[config.mk]
export PLATFORM = sky130hd
export DESIGN_NAME = cc_alu
export DESIGN_NICKNAME = d
export VERILOG_FILES = /design/src/rtl/cc_alu.sv
export SDC_FILE = /design/constraint.sdc
export NUM_CORES = 1
export LEC_CHECK = 0
export BUFFER_PORTS_ARGS = -buffer_cell sky130_fd_sc_hd__buf_4
export CAP_MARGIN = 10
export CORE_MARGIN = 5
export CORE_UTILIZATION = 57
export DETAILED_ROUTE_END_ITERATION = 7
export PLACE_DENSITY_LB_ADDON = 0.15
export SYNTH_ARGS = -nofsm -noshare
export SYNTH_HDL_FRONTEND = slang
export SYNTH_SLANG_ARGS = --single-unit
[constraint.sdc]
create_clock -name clk -period 5.2 [get_ports clk]
set_input_delay 0.26 -clock clk [delete_from_list [all_inputs] [get_ports clk]]
set_output_delay 0.26 -clock clk [all_outputs]
set_load 0.01 [all_outputs]
[src/rtl/cc_alu.sv]
module cc_alu (
  input  logic        clk,
  input  logic        rst_n,
  input  logic        exec,
  input  logic [4:0]  op,
  input  logic [15:0] lhs,
  input  logic [15:0] rhs,
  output logic [15:0] res,
  output logic [4:0]  flags_nx,
  output logic [4:0]  flags
);
  localparam logic [4:0] ADD = 5'd0,  ADC = 5'd1,  SUB = 5'd2,  SBC = 5'd3,  CMP = 5'd4;
  localparam logic [4:0] LAND = 5'd5, LOR = 5'd6,  LXOR = 5'd7, BTST = 5'd8, PASS = 5'd9;
  localparam logic [4:0] TST = 5'd10, CLR = 5'd11, COM = 5'd12, NEG = 5'd13, INC = 5'd14;
  localparam logic [4:0] DEC = 5'd15, SHL = 5'd16, ASR = 5'd17, LSR = 5'd18, ROL = 5'd19;
  localparam logic [4:0] ROR = 5'd20, DAA = 5'd21, SEX = 5'd22, MUL = 5'd23;
  localparam logic [4:0] ADD16 = 5'd24, SUB16 = 5'd25, CMP16 = 5'd26;

  logic [7:0] a, b;
  logic       c_in, h_in;
  assign a = lhs[7:0];
  assign b = rhs[7:0];
  assign c_in = flags[0];
  assign h_in = flags[4];

  logic       ci, bi;
  logic [8:0] sum9, dif9;
  logic [4:0] nib;
  logic [16:0] sum17, dif17;
  assign ci    = (op == ADC) & c_in;
  assign bi    = (op == SBC) & c_in;
  assign sum9  = {1'b0, a} + {1'b0, b} + {8'd0, ci};
  assign nib   = {1'b0, a[3:0]} + {1'b0, b[3:0]} + {4'd0, ci};
  assign dif9  = {1'b0, a} - {1'b0, b} - {8'd0, bi};
  assign sum17 = {1'b0, lhs} + {1'b0, rhs};
  assign dif17 = {1'b0, lhs} - {1'b0, rhs};

  logic lo_fix, hi_fix;
  logic [7:0] daa_r;
  assign lo_fix = h_in | (a[3:0] > 4'd9);
  assign hi_fix = c_in | (a[7:4] > 4'd9) | ((a[7:4] > 4'd8) & (a[3:0] > 4'd9));
  assign daa_r  = a + {1'b0, hi_fix, hi_fix, 2'b00, lo_fix, lo_fix, 1'b0};

  logic [15:0] prod;
  assign prod = {8'd0, a} * {8'd0, b};

  logic [15:0] r;
  logic h, n, z, v, c, nz8;

  always_comb begin
    r = 16'd0;
    {h, n, z, v, c} = flags;
    nz8 = 1'b1;
    case (op)
      ADD, ADC: begin
        r[7:0] = sum9[7:0];
        h = nib[4];
        c = sum9[8];
        v = (a[7] == b[7]) & (sum9[7] != a[7]);
      end
      SUB, SBC, CMP: begin
        r[7:0] = dif9[7:0];
        c = dif9[8];
        v = (a[7] != b[7]) & (dif9[7] != a[7]);
      end
      NEG: begin
        r[7:0] = 8'd0 - a;
        c = |a;
        v = (a == 8'h80);
      end
      LAND, BTST: begin r[7:0] = a & b; v = 1'b0; end
      LOR:        begin r[7:0] = a | b; v = 1'b0; end
      LXOR:       begin r[7:0] = a ^ b; v = 1'b0; end
      PASS:       begin r[7:0] = b;     v = 1'b0; end
      TST:        begin r[7:0] = a;     v = 1'b0; end
      CLR: begin
        v = 1'b0;
        c = 1'b0;
      end
      COM: begin
        r[7:0] = ~a;
        v = 1'b0;
        c = 1'b1;
      end
      INC: begin r[7:0] = a + 8'd1; v = (a == 8'h7f); end
      DEC: begin r[7:0] = a - 8'd1; v = (a == 8'h80); end
      SHL: begin
        r[7:0] = {a[6:0], 1'b0};
        c = a[7];
        v = a[6] ^ a[7];
      end
      ASR: begin r[7:0] = {a[7], a[7:1]}; c = a[0]; end
      LSR: begin r[7:0] = {1'b0, a[7:1]}; c = a[0]; end
      ROL: begin
        r[7:0] = {a[6:0], c_in};
        c = a[7];
        v = a[6] ^ a[7];
      end
      ROR: begin r[7:0] = {c_in, a[7:1]}; c = a[0]; end
      DAA: begin
        r[7:0] = daa_r;
        c = c_in | hi_fix;
        v = 1'b0;
      end
      SEX: begin
        nz8 = 1'b0;
        r = {{8{a[7]}}, a};
        n = r[15];
        z = (r == 16'd0);
        v = 1'b0;
      end
      MUL: begin
        nz8 = 1'b0;
        r = prod;
        z = (prod == 16'd0);
        c = prod[7];
      end
      ADD16: begin
        nz8 = 1'b0;
        r = sum17[15:0];
        n = r[15];
        z = (r == 16'd0);
        c = sum17[16];
        v = (lhs[15] == rhs[15]) & (r[15] != lhs[15]);
      end
      SUB16, CMP16: begin
        nz8 = 1'b0;
        r = dif17[15:0];
        n = r[15];
        z = (r == 16'd0);
        c = dif17[16];
        v = (lhs[15] != rhs[15]) & (r[15] != lhs[15]);
      end
      default: nz8 = 1'b0;
    endcase
    if (nz8) begin
      n = r[7];
      z = (r[7:0] == 8'd0);
    end
    if (op == LSR || op == ROR) n = 1'b0;
  end

  assign res = r;
  assign flags_nx = {h, n, z, v, c};

  always_ff @(posedge clk or negedge rst_n)
    if (!rst_n) flags <= 5'd0;
    else if (exec) flags <= flags_nx;

  assert_idle_hold_R14: assert property (@(posedge clk) disable iff (!rst_n)
    !exec |=> $stable(flags));
  assert_clear_forces_R4: assert property (@(posedge clk) disable iff (!rst_n)
    exec && op == CLR |=> flags[3:0] == 4'b0100 && flags[4] == $past(flags[4]));
  assert_com_carry_R5: assert property (@(posedge clk) disable iff (!rst_n)
    exec && op == COM |=> flags[0] && !flags[1]);
  assert_rshift_n_R8: assert property (@(posedge clk) disable iff (!rst_n)
    exec && (op == LSR || op == ROR) |=> !flags[3] && flags[1] == $past(flags[1]));
  assert_logic_keep_c_R3: assert property (@(posedge clk) disable iff (!rst_n)
    exec && op >= LAND && op <= TST |=> !flags[1] && flags[0] == $past(flags[0]));
  assert_mul_carry_R12: assert property (@(posedge clk) disable iff (!rst_n)
    exec && op == MUL |=> flags[0] == $past(res[7]) && flags[3] == $past(flags[3]));
  assert_sub_hold_h_R2: assert property (@(posedge clk) disable iff (!rst_n)
    exec && (op == SUB || op == SBC || op == CMP || op == NEG) |=> flags[4] == $past(flags[4]));
endmodule

Word-level counts from Yosys, hierarchy flattened
Cells that the tools add are included.

word-level totals
  register bits = 5
  latch bits = 0
  memory bits (writable) = 0
  bits in read-only memories = 0
  input port bits = 40
  logic and storage cells = 98
  memories = 0

cells by class
  add/sub/neg operators = 12
  $mul = 1
  divide/modulo/power cells = 0
  $lt $le $gt $ge = 3
  equality and inequality tests = 36
  shift-type cells = 0
  multiplexer cells = 11
  bitwise gates (word level) = 16
  reductions and logical operators = 18

operator list
  operator               number
  $pmux W8 S20           1
  $logic_not A16 Y1      4
  $eq A5 B5 Y1 const B   11
  $eq A5 B4 Y1 const B   8
  $pmux W8 S4            1
  $reduce_or A22 Y1      1
  $eq A5 B3 Y1 const B   4
  $add A16 B16 Y17       1
  $sub A16 B16 Y17       1
  $mul A8 B8 Y16         1
  $gt A4 B4 Y1 const B   3
  $reduce_or A2 Y1       6
  $pmux W1 S11           1
  $eq A5 B2 Y1 const B   2
  $reduce_or A10 Y1      1
  $add A8 B8 Y9          1
  $add A9 B1 Y9          1
  $sub A8 B8 Y9          1
  $sub A9 B1 Y9          1
  $add A8 B1 Y8 const B  1
  $add A8 B7 Y8          1
  $and A8 B8 Y8          1
  $eq A8 B7 Y1 const B   1
  $eq A8 B8 Y1 const B   1
  22 further kinds       42

Depth between registers and ports, before layout
  word-level depth = 7
  depth in mapped cells = 22
  depth with buffers taken out = 20

Worst setup path before layout
OpenSTA, ideal clock, no wires.

  path kind = input-to-output
  start = input port lhs[3]
  end = output port flags_nx[2]
  data arrival time = 5.170 ns
  required time = 4.940 ns
  setup slack = -0.230 ns
  stages = 21
  buffers on the path = 3
  cells stage by stage = clkbuf_1 > clkbuf_1 > clkinv_1 > nor2_1 > fa_1 > fa_1 > fa_1 > inv_1 > fa_1 > inv_1 > ha_1 > a2111oi_0 > o21ai_0 > nand2_1 > o21bai_1 > a21o_1 > xor2_1 > nor4bb_1 > nand4b_1 > nand2_1 > buf_4

between the ends
  word-level cells in the longest chain between the ends = 7

ends and longest elaborated chain
  item                                                                    RTL line  text
  start: declaration                                                      6         input logic [15:0] lhs,
  parallel branches: the longest is 6 deep, another holds $mul A8 B8 Y16  -
  $mux W1 (*)                                                             136       if (nz8) begin
  end: declaration                                                        9         output logic [4:0] flags_nx,

Mark *: on every way between the ends.

Worst setup path after layout
  start = input port rhs[2]
  end = output port flags_nx[2]

between the ends
  word-level cells in the longest chain between the ends = 5

ends and longest elaborated chain
  item                                                                    RTL line  text
  start: declaration                                                      7         input logic [15:0] rhs,
  parallel branches: the longest is 4 deep, another holds $mul A8 B8 Y16  -
  $mux W1 (*)                                                             136

Marks and branches as above.

==> metrics <==
outcome finished, final reports clean; multi-input logic area 6740 µm²; max reg flops 5; dpl cells 1258; area grow syn2layout 18.9%; Async SR Flop Fraction 100%; vias per cell 6.73; slowest CP cell fa_1; Ys Warns 0; clock-pin slew on the worst setup and hold paths 0.04 ns; critical-path cell list buf_8, clkinvlp_4, buf_4, nor2_2, fa_2, fa_1, inv_1, fa_1, fa_1, inv_2, ha_4, a211o_1, o211ai_1, o2111ai_1, or3_1, or4_4, o41ai_4, a211oi_2, nand2_1, buf_6; Most flops, register flags; Max clock buf depth 2; syn_nets 1180; Peak Freq 0.193 GHz; Largest regs flags (5); Max H-tree Level 1; critical-path maximum fanout 5; crit-path most repeated cell fa_1; count of final hold-check violations 0; Synth area leaders ha_1, fa_1, xnor2_1; Yosys top cell by area ha_1; Buf/Inv on CP 6; GR Util All Layers 38.3%; DR iter-0 viols 1395; Lkg Pwr 4.08 nW; final WL 29400 µm; RSZ-0062 raised after global routing true; Root Buffer clkbuf_16; vias in the first global route 8199; number of fill cells in the layout 1108; Finished Cell Area 8770 µm²; Syn Area/Cell 7.44 µm²; CP Capture Type output port; CTS sink cnt 5; Worst VDD drop 314 µV; # rows 41; largest net degree at the start of global routing 33; DR pass1 iterations 6; Final Non-Filler Cells 1271; CTS tree yes; Hold WC Path Type in -> reg; die width 124 µm; RePlAce Congestion 1.06; Initial Utilization 58.2%; grt total ovfl 0; antenna violations before repair 0; die height 124 µm; max_cap viols 0; Final Cycle Share 99.5%; Port Buffers 65; dpl cell area 8420 µm²; clk_skew 0.00380 ns; Unique masters post-synth 92; CP max stage delay 0.52 ns; worst hold slack 0.278 ns; #FFs+latches synth 5; later-pin clock latency in the skew report 0.23 ns; global-route wire length before repair 45300 µm; ANT cells 0; Synth Instances 991; share of layout cells above drive strength 1 20.8%; post-route minimum period 5.17 ns; Setup violations, final 0; detailed placement HPWL 23500 µm; die area 15300 µm²; WL/cell 23.1 µm; DRT antenna net count 0; CP arrival 4.91 ns; Final Slew Violations 0; via count 8548; Core Region 12700 µm²; share of the synthesized area in the top cell type 17.8%; number of remaining DRC errors 0; Post-synth EDFFs 0; sequential cell area 125 µm²; Cell Area, Synth 7370 µm²; Worst Setup Start Kind input pin; family with the most delay on the worst path adder cells; slew at the pin closest to its max-slew limit 1.33 ns; register area share after synthesis 1.70%; normalized max-slew margin 11.1%; Ports 66; Req. time, crit path 4.94 ns; Post-synth top flop dfrtp_1; nets 1289; total CTS buffers 3; Tot Pwr 0.00196 W; Power Dens Cells 223 nW/µm²; critical path class in -> out
## cell usage after synthesis, types with 7 or more instances
cell type  number
a2111oi_0      12
a211oi_1       18
a21o_1         18
a21oi_1        55
a221o_1         7
a221oi_1        9
a22oi_1        12
a31oi_1        10
and2_1          7
buf_2           9
buf_4           8
clkbuf_1       26
clkinv_1        9
fa_1           44
ha_1          105
inv_1          94
mux2i_1         8
nand2_1        65
nand2b_1       11
nand3_1        19
nand3b_1        9
nand4_1         9
nor2_1         94
nor2b_1        10
nor3_1         37
nor4_1         10
o211ai_1        9
o21a_1         17
o21ai_0        41
o21bai_1        9
o31ai_1         8
or3_1           9
xnor2_1        45
xor2_1         11
## power breakdown
part           internal (W)  switching (W)  leakage, nW
Sequential        0.0000489      0.0000127       0.0599
Combinational      0.000783       0.000982         3.99
Clock              0.000102      0.0000277       0.0382
Total              0.000933        0.00102         4.08
## through the flow
step	util (%)	TNS [ns]	setup slack (ns)
finish	69.2	0	0.0271
global placement	66.4	-0.0571	-0.0571
detailed placement	66.4	-0.207	-0.177
CTS	68.6	-0.000862	-0.000862
floorplan	-	0	0.00912
global route	69.2	-0.105	-0.105
## repair_timing
action / CTS / global route
setup endpoints to repair: 2 / 5
hold buffers: 1 / 0
setup buffers: 5 / 4
pin swaps: 21 / 5
resized for setup: 42 / 11
hold endpoints to repair: 5 / 0
## cell type report
cell class | count | share of cell area (%)
Sequential cell | 5 | 1.43
Inverter | 103 | 4.57
Tap cell | 172 | 2.45
Multi-Input combinational cell | 830 | 76.9
Clock buffer | 4 | 0.899
Timing Repair Buffer | 157 | 13.7
## cell families after synthesis
kind of cell | share of synthesized area (%)
simple gates | 22.8
compound gates | 28.6
buf+inv | 9.11
fa+ha+maj | 29.8
xor+xnor | 6.65
mux | 1.39
flops | 1.70
## routing by layer
metal / vias up / GRT usage, % / part of all wire, %
met4: 0 / 18.9 / 6.7
li1: 3813 / - / -
met2: 556 / 60.4 / 44
met5: - / 0 / 0
met1: 4033 / 50.6 / 40
met3: 146 / 6.68 / 9.9
## path summary, 6_finish.rpt
check / from / endpoint / slack (ns) / depth (start not counted)
hold / removal: exec / flags[1] / 0.28 / 2
max in group asynchronous: rst_n / flags[2] / 4.72 / 2
setup / recovery: rhs[2] / flags_nx[2] / 0.03 / 20
setup reg to reg: flags[0] / flags[2] / 0.74 / 14
hold reg to reg: flags[3] / flags[3] / 0.58 / 1
min in group asynchronous: rst_n / flags[0] / 0.37 / 2
## cells in the final DEF (no fill, tap or decap), types with 12 or more instances in the layout
cell type,count
buf_4,151
ha_1,95
nor2_1,88
inv_1,87
nand2_1,65
a21oi_1,54
xnor2_1,44
fa_1,41
o21ai_0,39
nor3_1,37
nand3_1,19
a21o_1,18
a211oi_1,17
o21a_1,17
a22oi_1,12
(Power assumes the default switching activity.)
